==> src/rtl/bist_seq_pkg.sv <==
package bist_seq_pkg;

    typedef enum logic [1:0] {
        ST_IDLE   = 2'd0,
        ST_RUN    = 2'd1,
        ST_FINISH = 2'd2
    } seq_state_t;

    typedef enum logic {
        ARR_INTERLEAVE = 1'b0,
        ARR_BLOCK      = 1'b1
    } arr_mode_t;

    // vectors per interleave group; the masked one is the last of the group
    localparam int unsigned GROUP_LEN = 3;

endpackage

==> src/rtl/seq_vec_cnt.sv <==
module seq_vec_cnt #(
    parameter int unsigned LEN_W = 10
) (
    input  logic             clk,
    input  logic             rst_n,
    input  logic             load_i,
    input  logic             step_i,
    input  logic [LEN_W-1:0] len_i,
    output logic             last_o
);

    logic [LEN_W-1:0] cnt_q;

    always_ff @(posedge clk or negedge rst_n) begin
        if (!rst_n) begin
            cnt_q <= '0;
        end else if (load_i) begin
            cnt_q <= '0;
        end else if (step_i) begin
            cnt_q <= cnt_q + 1'b1;
        end
    end

    // the top only consults this while running, where len_i is nonzero
    assign last_o = (cnt_q == len_i - 1'b1);

endmodule

==> src/rtl/seq_mask_step.sv <==
module seq_mask_step
    import bist_seq_pkg::*;
#(
    parameter int unsigned IDX_W = 4,
    parameter int unsigned REP_W = 5
) (
    input  logic             clk,
    input  logic             rst_n,
    input  logic             load_i,
    input  logic             step_i,
    input  arr_mode_t        mode_i,
    input  logic [IDX_W-1:0] mcnt_i,
    input  logic [REP_W-1:0] rep_i,
    output logic [IDX_W-1:0] mask_o
);

    localparam int unsigned SUB_W = (REP_W > 2) ? REP_W : 2;
    localparam logic [SUB_W-1:0] PHASE_MASKED = SUB_W'(GROUP_LEN - 1);

    logic [IDX_W-1:0] cur_q;
    logic [SUB_W-1:0] sub_q;
    logic             tail_q;
    logic [SUB_W-1:0] rep_last;
    logic             cur_is_last;

    assign rep_last    = SUB_W'(rep_i) - 1'b1;
    assign cur_is_last = (cur_q == mcnt_i);

    always_ff @(posedge clk or negedge rst_n) begin
        if (!rst_n) begin
            cur_q  <= '0;
            sub_q  <= '0;
            tail_q <= 1'b0;
        end else if (load_i) begin
            cur_q  <= IDX_W'(1);
            sub_q  <= '0;
            tail_q <= 1'b0;
        end else if (step_i) begin
            unique case (mode_i)
                ARR_INTERLEAVE: begin
                    if (sub_q == PHASE_MASKED) begin
                        sub_q <= '0;
                        cur_q <= cur_is_last ? IDX_W'(1) : cur_q + 1'b1;
                    end else begin
                        sub_q <= sub_q + 1'b1;
                    end
                end
                ARR_BLOCK: begin
                    if (!tail_q) begin
                        if (sub_q == rep_last) begin
                            sub_q <= '0;
                            if (cur_is_last) begin
                                tail_q <= 1'b1;
                            end else begin
                                cur_q <= cur_q + 1'b1;
                            end
                        end else begin
                            sub_q <= sub_q + 1'b1;
                        end
                    end
                end
                default: begin
                    sub_q <= sub_q;
                end
            endcase
        end
    end

    always_comb begin
        mask_o = '0;
        if (mcnt_i != '0) begin
            unique case (mode_i)
                ARR_INTERLEAVE: mask_o = (sub_q == PHASE_MASKED) ? cur_q : '0;
                ARR_BLOCK:      mask_o = (tail_q || rep_i == '0) ? '0 : cur_q;
                default:        mask_o = '0;
            endcase
        end
    end

endmodule

==> src/rtl/bist_mask_seq.sv <==
module bist_mask_seq
    import bist_seq_pkg::*;
#(
    parameter int unsigned IDX_W = 4,
    parameter int unsigned REP_W = 5,
    parameter int unsigned LEN_W = 10
) (
    input  logic             clk,
    input  logic             rst_n,
    input  logic             start_i,
    input  logic             mode_i,
    input  logic [IDX_W-1:0] mask_cnt_i,
    input  logic [REP_W-1:0] rep_cnt_i,
    input  logic [LEN_W-1:0] len_i,
    output logic [IDX_W-1:0] mask_idx_o,
    output logic             adv_o,
    output logic             done_o
);

    seq_state_t       state_q, state_d;
    arr_mode_t        mode_q;
    logic [IDX_W-1:0] mcnt_q;
    logic [REP_W-1:0] rep_q;
    logic [LEN_W-1:0] len_q;
    logic             accept;
    logic             is_last;
    logic [IDX_W-1:0] step_mask;

    assign accept = (state_q == ST_IDLE) && start_i;

    // configuration is captured only on an accepted start
    always_ff @(posedge clk or negedge rst_n) begin
        if (!rst_n) begin
            mode_q <= ARR_INTERLEAVE;
            mcnt_q <= '0;
            rep_q  <= '0;
            len_q  <= '0;
        end else if (accept) begin
            mode_q <= arr_mode_t'(mode_i);
            mcnt_q <= mask_cnt_i;
            rep_q  <= rep_cnt_i;
            len_q  <= len_i;
        end
    end

    // state register
    always_ff @(posedge clk or negedge rst_n) begin
        if (!rst_n) begin
            state_q <= ST_IDLE;
        end else begin
            state_q <= state_d;
        end
    end

    // next-state logic
    always_comb begin
        state_d = state_q;
        unique case (state_q)
            ST_IDLE: begin
                if (start_i) begin
                    state_d = (len_i == '0) ? ST_FINISH : ST_RUN;
                end
            end
            ST_RUN: begin
                if (is_last) begin
                    state_d = ST_FINISH;
                end
            end
            ST_FINISH: state_d = ST_IDLE;
            default:   state_d = ST_IDLE;
        endcase
    end

    // outputs
    always_comb begin
        adv_o      = 1'b0;
        done_o     = 1'b0;
        mask_idx_o = '0;
        unique case (state_q)
            ST_IDLE: begin
                adv_o = 1'b0;
            end
            ST_RUN: begin
                adv_o      = 1'b1;
                mask_idx_o = step_mask;
            end
            ST_FINISH: begin
                done_o = 1'b1;
            end
            default: begin
                adv_o = 1'b0;
            end
        endcase
    end

    seq_vec_cnt #(
        .LEN_W (LEN_W)
    ) u_vec_cnt (
        .clk    (clk),
        .rst_n  (rst_n),
        .load_i (accept),
        .step_i (adv_o),
        .len_i  (len_q),
        .last_o (is_last)
    );

    seq_mask_step #(
        .IDX_W (IDX_W),
        .REP_W (REP_W)
    ) u_mask_step (
        .clk    (clk),
        .rst_n  (rst_n),
        .load_i (accept),
        .step_i (adv_o),
        .mode_i (mode_q),
        .mcnt_i (mcnt_q),
        .rep_i  (rep_q),
        .mask_o (step_mask)
    );

endmodule

==> config.mk <==
export PLATFORM = sky130hd
export DESIGN_NAME = bist_mask_seq
export DESIGN_NICKNAME = d
export VERILOG_FILES = /design/src/rtl/bist_seq_pkg.sv /design/src/rtl/seq_vec_cnt.sv /design/src/rtl/seq_mask_step.sv /design/src/rtl/bist_mask_seq.sv
export SDC_FILE = /design/constraint.sdc
export NUM_CORES = 1
export LEC_CHECK = 0
export BUFFER_PORTS_ARGS = -buffer_cell sky130_fd_sc_hd__buf_2
export CAP_MARGIN = 20
export CORE_ASPECT_RATIO = 0.75
export CORE_MARGIN = 1.5
export CORE_UTILIZATION = 50
export DETAILED_ROUTE_END_ITERATION = 8
export PLACE_DENSITY = 0.7
export SYNTH_ARGS = -nofsm -noshare
export SYNTH_HDL_FRONTEND = slang
export SYNTH_SLANG_ARGS = --single-unit
==> constraint.sdc <==
create_clock -name clk -period 6.4 [get_ports clk]
set_input_delay 0.64 -clock clk [delete_from_list [all_inputs] [get_ports clk]]
set_output_delay 0.64 -clock clk [all_outputs]
set_load 0.01 [all_outputs]
==> flow_summary.json, run 1 <==
{
  "outcome": "finished, violations left",
  "violations": "DRC",
  "yosysSeqAreaShare_pct": 41.87,
  "first_pass_iters": 8,
  "ff_latch_area_um2": 1051,
  "drc": 2,
  "syn2layout_area_growth_pct": 11.17,
  "dieArea_um2": 5458,
  "synth_warnings": 0,
  "synthesis.area_um2": 2510,
  "mappedNetlistNets": 319,
  "hold_class": "primary input to async pin",
  "path_clk_slew_ns": 0.08,
  "p_int_uw": 778.8,
  "grt_antenna_before_repair": 0,
  "vias": 2034,
  "cts_tree": "yes",
  "fmax_ghz": 0.3706,
  "synth_xor_area_share_pct": 6.281,
  "synth_edf_count": 0,
  "cp.required_ns": 5.76,
  "hold_viol_final": 0,
  "yosys.area.top_type": "dfrtp_1",
  "final_cell_mix": "nand2_1, dfrtp_1, buf_2",
  "setup_violations": 0,
  "ir_drop_v": 0.0002140,
  "cts_resized": 0,
  "netlist.area_leader.share_pct": 41.87,
  "clock_sinks": 42,
  "cts_max_path_buffers": 2,
  "start_util_pct": 51.52,
  "end_kind": "output pin",
  "syn_area_per_cell_um2": 8.655,
  "critPathMaxFanout": 4,
  "grt_max_degree": 43,
  "worst_pin_slew_ns": 0.9230,
  "ioPinCount": 29,
  "htreeDepth": 2,
  "coreArea_um2": 4872,
  "insertedDiodeCount": 0,
  "portBuffers": 28,
  "period_needed_ns": 2.699,
  "cp.arrival_ns": 2.06,
  "grt_pass1_wl_mm": 8.790,
  "dp_hpwl_mm": 3.757,
  "fillCellCount": 455,
  "synth.distinct_cells": 49,
  "postRouteAntennaNets": 0,
  "grt_usage_pct": 20.50,
  "power_switching_uw": 601.2,
  "post_cts_buffers": 0,
  "cts_hold_buf": 0,
  "synth-simple-area-share_pct": 28.32,
  "ys.flop_type": "dfrtp_1",
  "comb_power_share_pct": 48.8,
  "routabilityCongestion": 0.8278,
  "root_buffer": "clkbuf_8",
  "fin_crit_sh_pct": 42.17,
  "syn-instance-count": 290,
  "die_y_um": 64.36,
  "insertion_delay_ns": 0.29,
  "cts_inserted_buffers": 5,
  "die_x_um": 84.81,
  "wl_mm": 5.116,
  "synthAdderAreaFrac_pct": 2.991,
  "rsz0062_at_grt": "no",
  "utilization_pct": 57.27,
  "relSlewSlack_pct": 38.46,
  "gr-total-overflow": 0,
  "power.leakage_nw": 1.335,
  "routedWlPerCell_um": 13.46,
  "path_class": "flip-flop to output pin",
  "grt_pass1_vias": 1871,
  "synth-seq-cells": 42,
  "drv_slew": 0,
  "synth-compound-area-share_pct": 14.51,
  "clockPowerShare_pct": 12.9,
  "fin_worst_skew_ns": 0.005006,
  "drt_iter0_drc": 170,
  "via_per_inst": 5.353,
  "start_kind": "flip-flop",
  "max-cap-violations": 0,
  "layout-drive-gt1-share_pct": 14.69,
  "synth_area_leaders": "dfrtp_1, nand2_1, xnor2_1, o21ai_0, ha_1",
  "muxShareOfSynthArea_pct": 2.443,
  "final_common_cell": "nand2_1",
  "swShare_pct": 43.56,
  "std_cell_rows": 22,
  "synth_top_family_by_area": "simple AND/OR/NAND/NOR gates",
  "powerDensity_nw_per_um2": 494.6,
  "multi_input_area_um2": 1369,
  "tns_ns": 0,
  "async_reset_ff_share_pct": 100.0,
  "nets": 348,
  "p_seq_share_pct": 38.3
}
[synthesized netlist by cell type, types with 3 or more instances]
cell type / n
and3_1: 3
mux2i_1: 5
nor2b_1: 9
nor2_1: 16
clkbuf_1: 6
o21ai_0: 19
nand2_1: 74
dfrtp_1: 42
a21oi_1: 4
nand4_1: 9
nor4_1: 3
xnor2_1: 13
nand3_1: 10
nor3_1: 7
nor3b_1: 3
xor2_1: 5
o21ai_1: 3
inv_1: 15
ha_1: 6
[cell families (layout without fill, tap and decap cells)]
logic type,Yosys count,after routing
AO/OA/AOI/OAI,49,49
XOR/XNOR,18,18
adder cells (fa/ha/maj),6,6
buffers and inverters,22,52
flip-flops,42,42
multiplexers,6,6
AND/OR/NAND/NOR,147,147
[worst max-delay path, cell delays in order (launching register included)]
cell and delay [ns]:
dfrtp_1 0.42, inv_1 0.11, ha_1 0.15, nor4b_1 0.39
nor2_1 0.16, nor3_1 0.19, nand2_1 0.13, nor2_1 0.10
buf_2 0.13
[final timing paths]
check                                            startpoint                               end  slack [ns]  depth (start not counted)
max                        u_mask_step.sub_q[0]$_DFFE_PN0P_                     mask_idx_o[2]        3.70                          8
min                                                   rst_n             mcnt_q[0]$_DFFE_PN0P_        0.46                          1
max reg2reg                            rep_q[0]$_DFFE_PN0P_  u_mask_step.sub_q[4]$_DFFE_PN0P_        4.07                          8
min reg2reg                  u_vec_cnt.cnt_q[9]$_DFFE_PN0P_    u_vec_cnt.cnt_q[9]$_DFFE_PN0P_        0.50                          1
max in group asynchronous                             rst_n    u_vec_cnt.cnt_q[1]$_DFFE_PN0P_        5.34                          1
min in group clk             u_vec_cnt.cnt_q[9]$_DFFE_PN0P_    u_vec_cnt.cnt_q[9]$_DFFE_PN0P_        0.50                          1
[power by group through the flow]
stage / registers (mW) / logic (mW) / clock network [mW]
after global placement: 0.526 / 0.654 / 0
after global routing: 0.550 / 0.764 / 0.193
final: 0.529 / 0.673 / 0.178
after CTS: 0.526 / 0.677 / 0.182
after floorplan: 0.483 / 0.567 / 0
after detailed placement: 0.531 / 0.672 / 0
[routing by layer]
layer / share of wire [%] / GRT usage [%] / vias to the layer above
met3: 3.7 / 3.876 / 9
met5: 0 / 0 / -
met1: 55 / 31.24 / 921
met4: 1.3 / 5.943 / 0
li1: - / - / 1061
met2: 40 / 29.50 / 43
[registers in the layout, indices dropped and copies added (netlist names)]
signal	count
len_q	10
mcnt_q	4
mode_q	1
rep_q	5
state_q	2
u_mask_step.cur_q	4
u_mask_step.sub_q	5
u_mask_step.tail_q	1
u_vec_cnt.cnt_q	10
[area by class of cell]
cell class	instances	area share, %
multi-input combinational	226	49.06
clock buffer	7	3.094
inverter	15	2.018
clock inverter	1	0.1794
sequential	42	37.67
timing repair buffer	29	5.291
tap	60	2.691
[stage by stage]
| step | instance area [um^2] | setup slack [ns] | total power, mW | hold slack, ns | instances |
|---|---|---|---|---|---|
| floorplan | 2510 | 4.277 | 1.051 | 0.3444 | 290 |
| global placement | 2699 | 3.794 | 1.180 | 0.4924 | 372 |
| detailed placement | 2699 | 3.781 | 1.203 | 0.4931 | 372 |
| CTS | 2790 | 3.673 | 1.385 | 0.5079 | 380 |
| global route | 2790 | 3.420 | 1.507 | 0.5348 | 380 |
| finish | 2790 | 3.701 | 1.380 | 0.4628 | 380 |
(Power assumes the default switching activity.)
==> run 2: changes to the inputs <==
--- a/config.mk
+++ b/config.mk
@@ -5,6 +5,7 @@
 export SDC_FILE = /design/constraint.sdc
 export NUM_CORES = 1
 export LEC_CHECK = 0
+export ABC_AREA = 1
 export BUFFER_PORTS_ARGS = -buffer_cell sky130_fd_sc_hd__buf_2
 export CAP_MARGIN = 20
 export CORE_ASPECT_RATIO = 0.75
==> constraint.sdc (replaced) <==
create_clock -name clk -period 2.7 [get_ports clk]
set_input_delay 0.27 -clock clk [delete_from_list [all_inputs] [get_ports clk]]
set_output_delay 0.27 -clock clk [all_outputs]
set_load 0.01 [all_outputs]
==> run 2 against run 1 <==
  * The flow now finishes without violations
  * Sequential cell count stayed put
  * Synthesized cell count is 31% higher
  * Register-to-register slack worse by 3.2 ns
  * Wire length is 14% higher
  * Core utilization is 2.1 points higher
  * Count of clock-buffer cells in the layout stayed put
  * Clock power is 140% higher
  * Via count is 18% higher
  * Area after synthesis is 5.5% higher
  * Clock skew hardly changed
  * Critical path type unchanged
==> flow_summary.json, run 2 <==
{
  "drv_slew": 0,
  "grt_usage_pct": 22.46,
  "end_kind": "output pin",
  "drc": 0,
  "yosysMostFrequentCell": "nand2_1",
  "synth.distinct_cells": 29,
  "grt_use_met2_pct": 34.21,
  "grt_use_met1_pct": 33.15,
  "std_cell_rows": 22,
  "synth_top_family_by_area": "simple AND/OR/NAND/NOR gates",
  "max-cap-violations": 0,
  "insertedDiodeCount": 0,
  "postRouteAntennaNets": 0,
  "synth_area_leaders": "dfrtp_1, nand2_1, inv_1, nand3_1, o21ai_0",
  "cts_resized": 0,
  "cp.arrival_ns": 1.94,
  "post_cts_buffers": 0,
  "dp_hpwl_mm": 4.244,
  "syn2layout_area_growth_pct": 11.67,
  "clock_sinks": 42,
  "ir_drop_v": 0.0003731,
  "muxShareOfSynthArea_pct": 0,
  "yosys.area.top_type": "dfrtp_1",
  "hold_viol_final": 0,
  "hold_class": "primary input to async pin",
  "synth-simple-area-share_pct": 35.16,
  "async_reset_ff_share_pct": 100.0,
  "fmax_ghz": 0.4524,
  "nets": 440,
  "synth-compound-area-share_pct": 9.594,
  "busiest_layer": "met2",
  "final_cell_mix": "nand2_1, inv_1, dfrtp_1",
  "relSlewSlack_pct": 37.11,
  "synth_xor_area_share_pct": 4.301,
  "rsz0062_at_grt": "no",
  "grt_pass1_wl_mm": 10.01,
  "synth_warnings": 0,
  "synthAdderAreaFrac_pct": 2.836,
  "setup_violations": 0,
  "insertion_delay_ns": 0.29,
  "vias": 2409,
  "total_power_mw": 3.161,
  "outcome": "finished, final reports clean",
  "final_common_cell": "nand2_1",
  "start_kind": "flip-flop",
  "synth_common_cells": "nand2_1, dfrtp_1, inv_1",
  "drt_iter0_drc": 114,
  "coreArea_um2": 4982,
  "htreeDepth": 2,
  "cts_hold_buf": 0,
  "cp.required_ns": 2.43,
  "power.leakage_nw": 1.550,
  "cts_max_path_buffers": 2,
  "netlist.area_leader.share_pct": 39.70,
  "path_clk_slew_ns": 0.08,
  "mappedNetlistNets": 409,
  "routabilityCongestion": 0.8154,
  "gr-usage-met3_pct": 3.745,
  "synthesis.area_um2": 2648,
  "grt_antenna_before_repair": 0,
  "ys.flop_type": "dfrtp_1",
  "tns_ns": 0,
  "via_per_inst": 4.977,
  "path_class": "flip-flop to output pin",
  "portBuffers": 28,
  "period_needed_ns": 2.210,
  "cts_tree": "yes",
  "worst_pin_slew_ns": 0.9434,
  "synth_edf_count": 0,
  "ff_latch_area_um2": 1051,
  "grt_max_degree": 43,
  "routedWlPerCell_um": 12.04,
  "syn_area_per_cell_um2": 6.967,
  "syn-instance-count": 380,
  "top_regs": "len_q: 10 flops, u_vec_cnt.cnt_q: 10 flops",
  "cts_inserted_buffers": 5,
  "ioPinCount": 29,
  "fin_crit_sh_pct": 81.86,
  "die_y_um": 66.02,
  "powerDensity_nw_per_um2": 1069,
  "gr-total-overflow": 0,
  "critPathMaxFanout": 5,
  "synth-seq-cells": 42,
  "first_pass_iters": 4,
  "grt_pass1_vias": 2195,
  "dieArea_um2": 5745,
  "die_x_um": 87.03,
  "layout-drive-gt1-share_pct": 15.78,
  "multi_input_area_um2": 1374,
  "root_buffer": "clkbuf_8",
  "yosysSeqAreaShare_pct": 39.70,
  "fillCellCount": 487,
  "wl_mm": 5.825,
  "fin_worst_skew_ns": 0.005095,
  "start_util_pct": 53.14
}
[run 2: cell types whose count changed after synthesis, moves of 6 or more]
cell	delta
xor2_1	+6
nor2_1	+14
nor2_2	+6
nand3_1	+20
nand2_1	+56
nor3_1	-6
inv_2	+11
xnor2_1	-11
nor2b_1	-9
inv_1	+27
o21ai_1	+7
o21ai_0	+6
[run 2: layer usage]
metal	routed length, um	up-vias
met4	43	0
li1	-	1258
met2	2439	65
met1	3027	1081
met5	0	-
met3	314	5
[run 2: final cells by class]
| type | count | area share (%) |
|---|---|---|
| flip-flops and latches | 42 | 35.55 |
| repair buffers | 29 | 4.994 |
| clock inverters | 1 | 0.1693 |
| clock buffers | 7 | 2.920 |
| well taps | 72 | 3.047 |
| multi-input cells | 279 | 46.47 |
| inverters | 54 | 6.856 |
[run 2: power breakdown]
group | internal, mW | leakage, nW | switching [mW] | total [mW]
registers | 0.860 | 0.541 | 0.240 | 1.10
clock network | 0.207 | 0.0482 | 0.219 | 0.426
logic | 0.568 | 0.961 | 1.07 | 1.64
[run 2: path summary, 6_finish.rpt]
path	startpoint	to	depth (start not counted)	slack, ns
min in group clk	rep_cnt_i[2]	rep_q[2]$_DFFE_PN0P_	3	0.18
worst max register to register	rep_q[0]$_DFFE_PN0P_	u_mask_step.sub_q[1]$_DFFE_PN0P_	13	0.91
worst min-delay path	rst_n	len_q[0]$_DFFE_PN0P_	1	0.11
worst max-delay path	u_mask_step.sub_q[0]$_DFFE_PN0P_	mask_idx_o[3]	7	0.49
max in group asynchronous	rst_n	rep_q[3]$_DFFE_PN0P_	1	1.99
worst min register to register	len_q[9]$_DFFE_PN0P_	len_q[9]$_DFFE_PN0P_	2	0.49
[run 2: cells by family (layout without fill, tap and decap cells)]
group                    after synthesis  after routing
AO/OA/AOI/OAI                         45             45
XOR/XNOR                              13             13
buffers and inverters                 59             91
AND/OR/NAND/NOR                      215            215
adder cells (fa/ha/maj)                6              6
flip-flops                            42             42
[run 2: metrics by stage]
stage	util, %	hold slack [ns]	std cells	setup slack (ns)	instance area, um^2
4_1_cts	59.34	0.1624	484	0.4822	2957
3_5_place_dp	57.51	0.4777	476	0.8106	2865
3_3_place_gp	57.51	0.4718	476	0.8496	2865
5_1_grt	59.34	0.1710	484	0.3454	2957
2_1_floorplan	-	-0.02559	380	0.9952	2648
6_report	59.34	0.1112	484	0.4897	2957
[run 2: worst max-delay path, cell delays in order, from the launching register on]
cell and delay [ns]:
dfrtp_1 0.44, inv_2 0.09, ha_1 0.16, nand4_2 0.14
nand2_1 0.10, or3b_1 0.45, nor3_2 0.13, buf_2 0.15
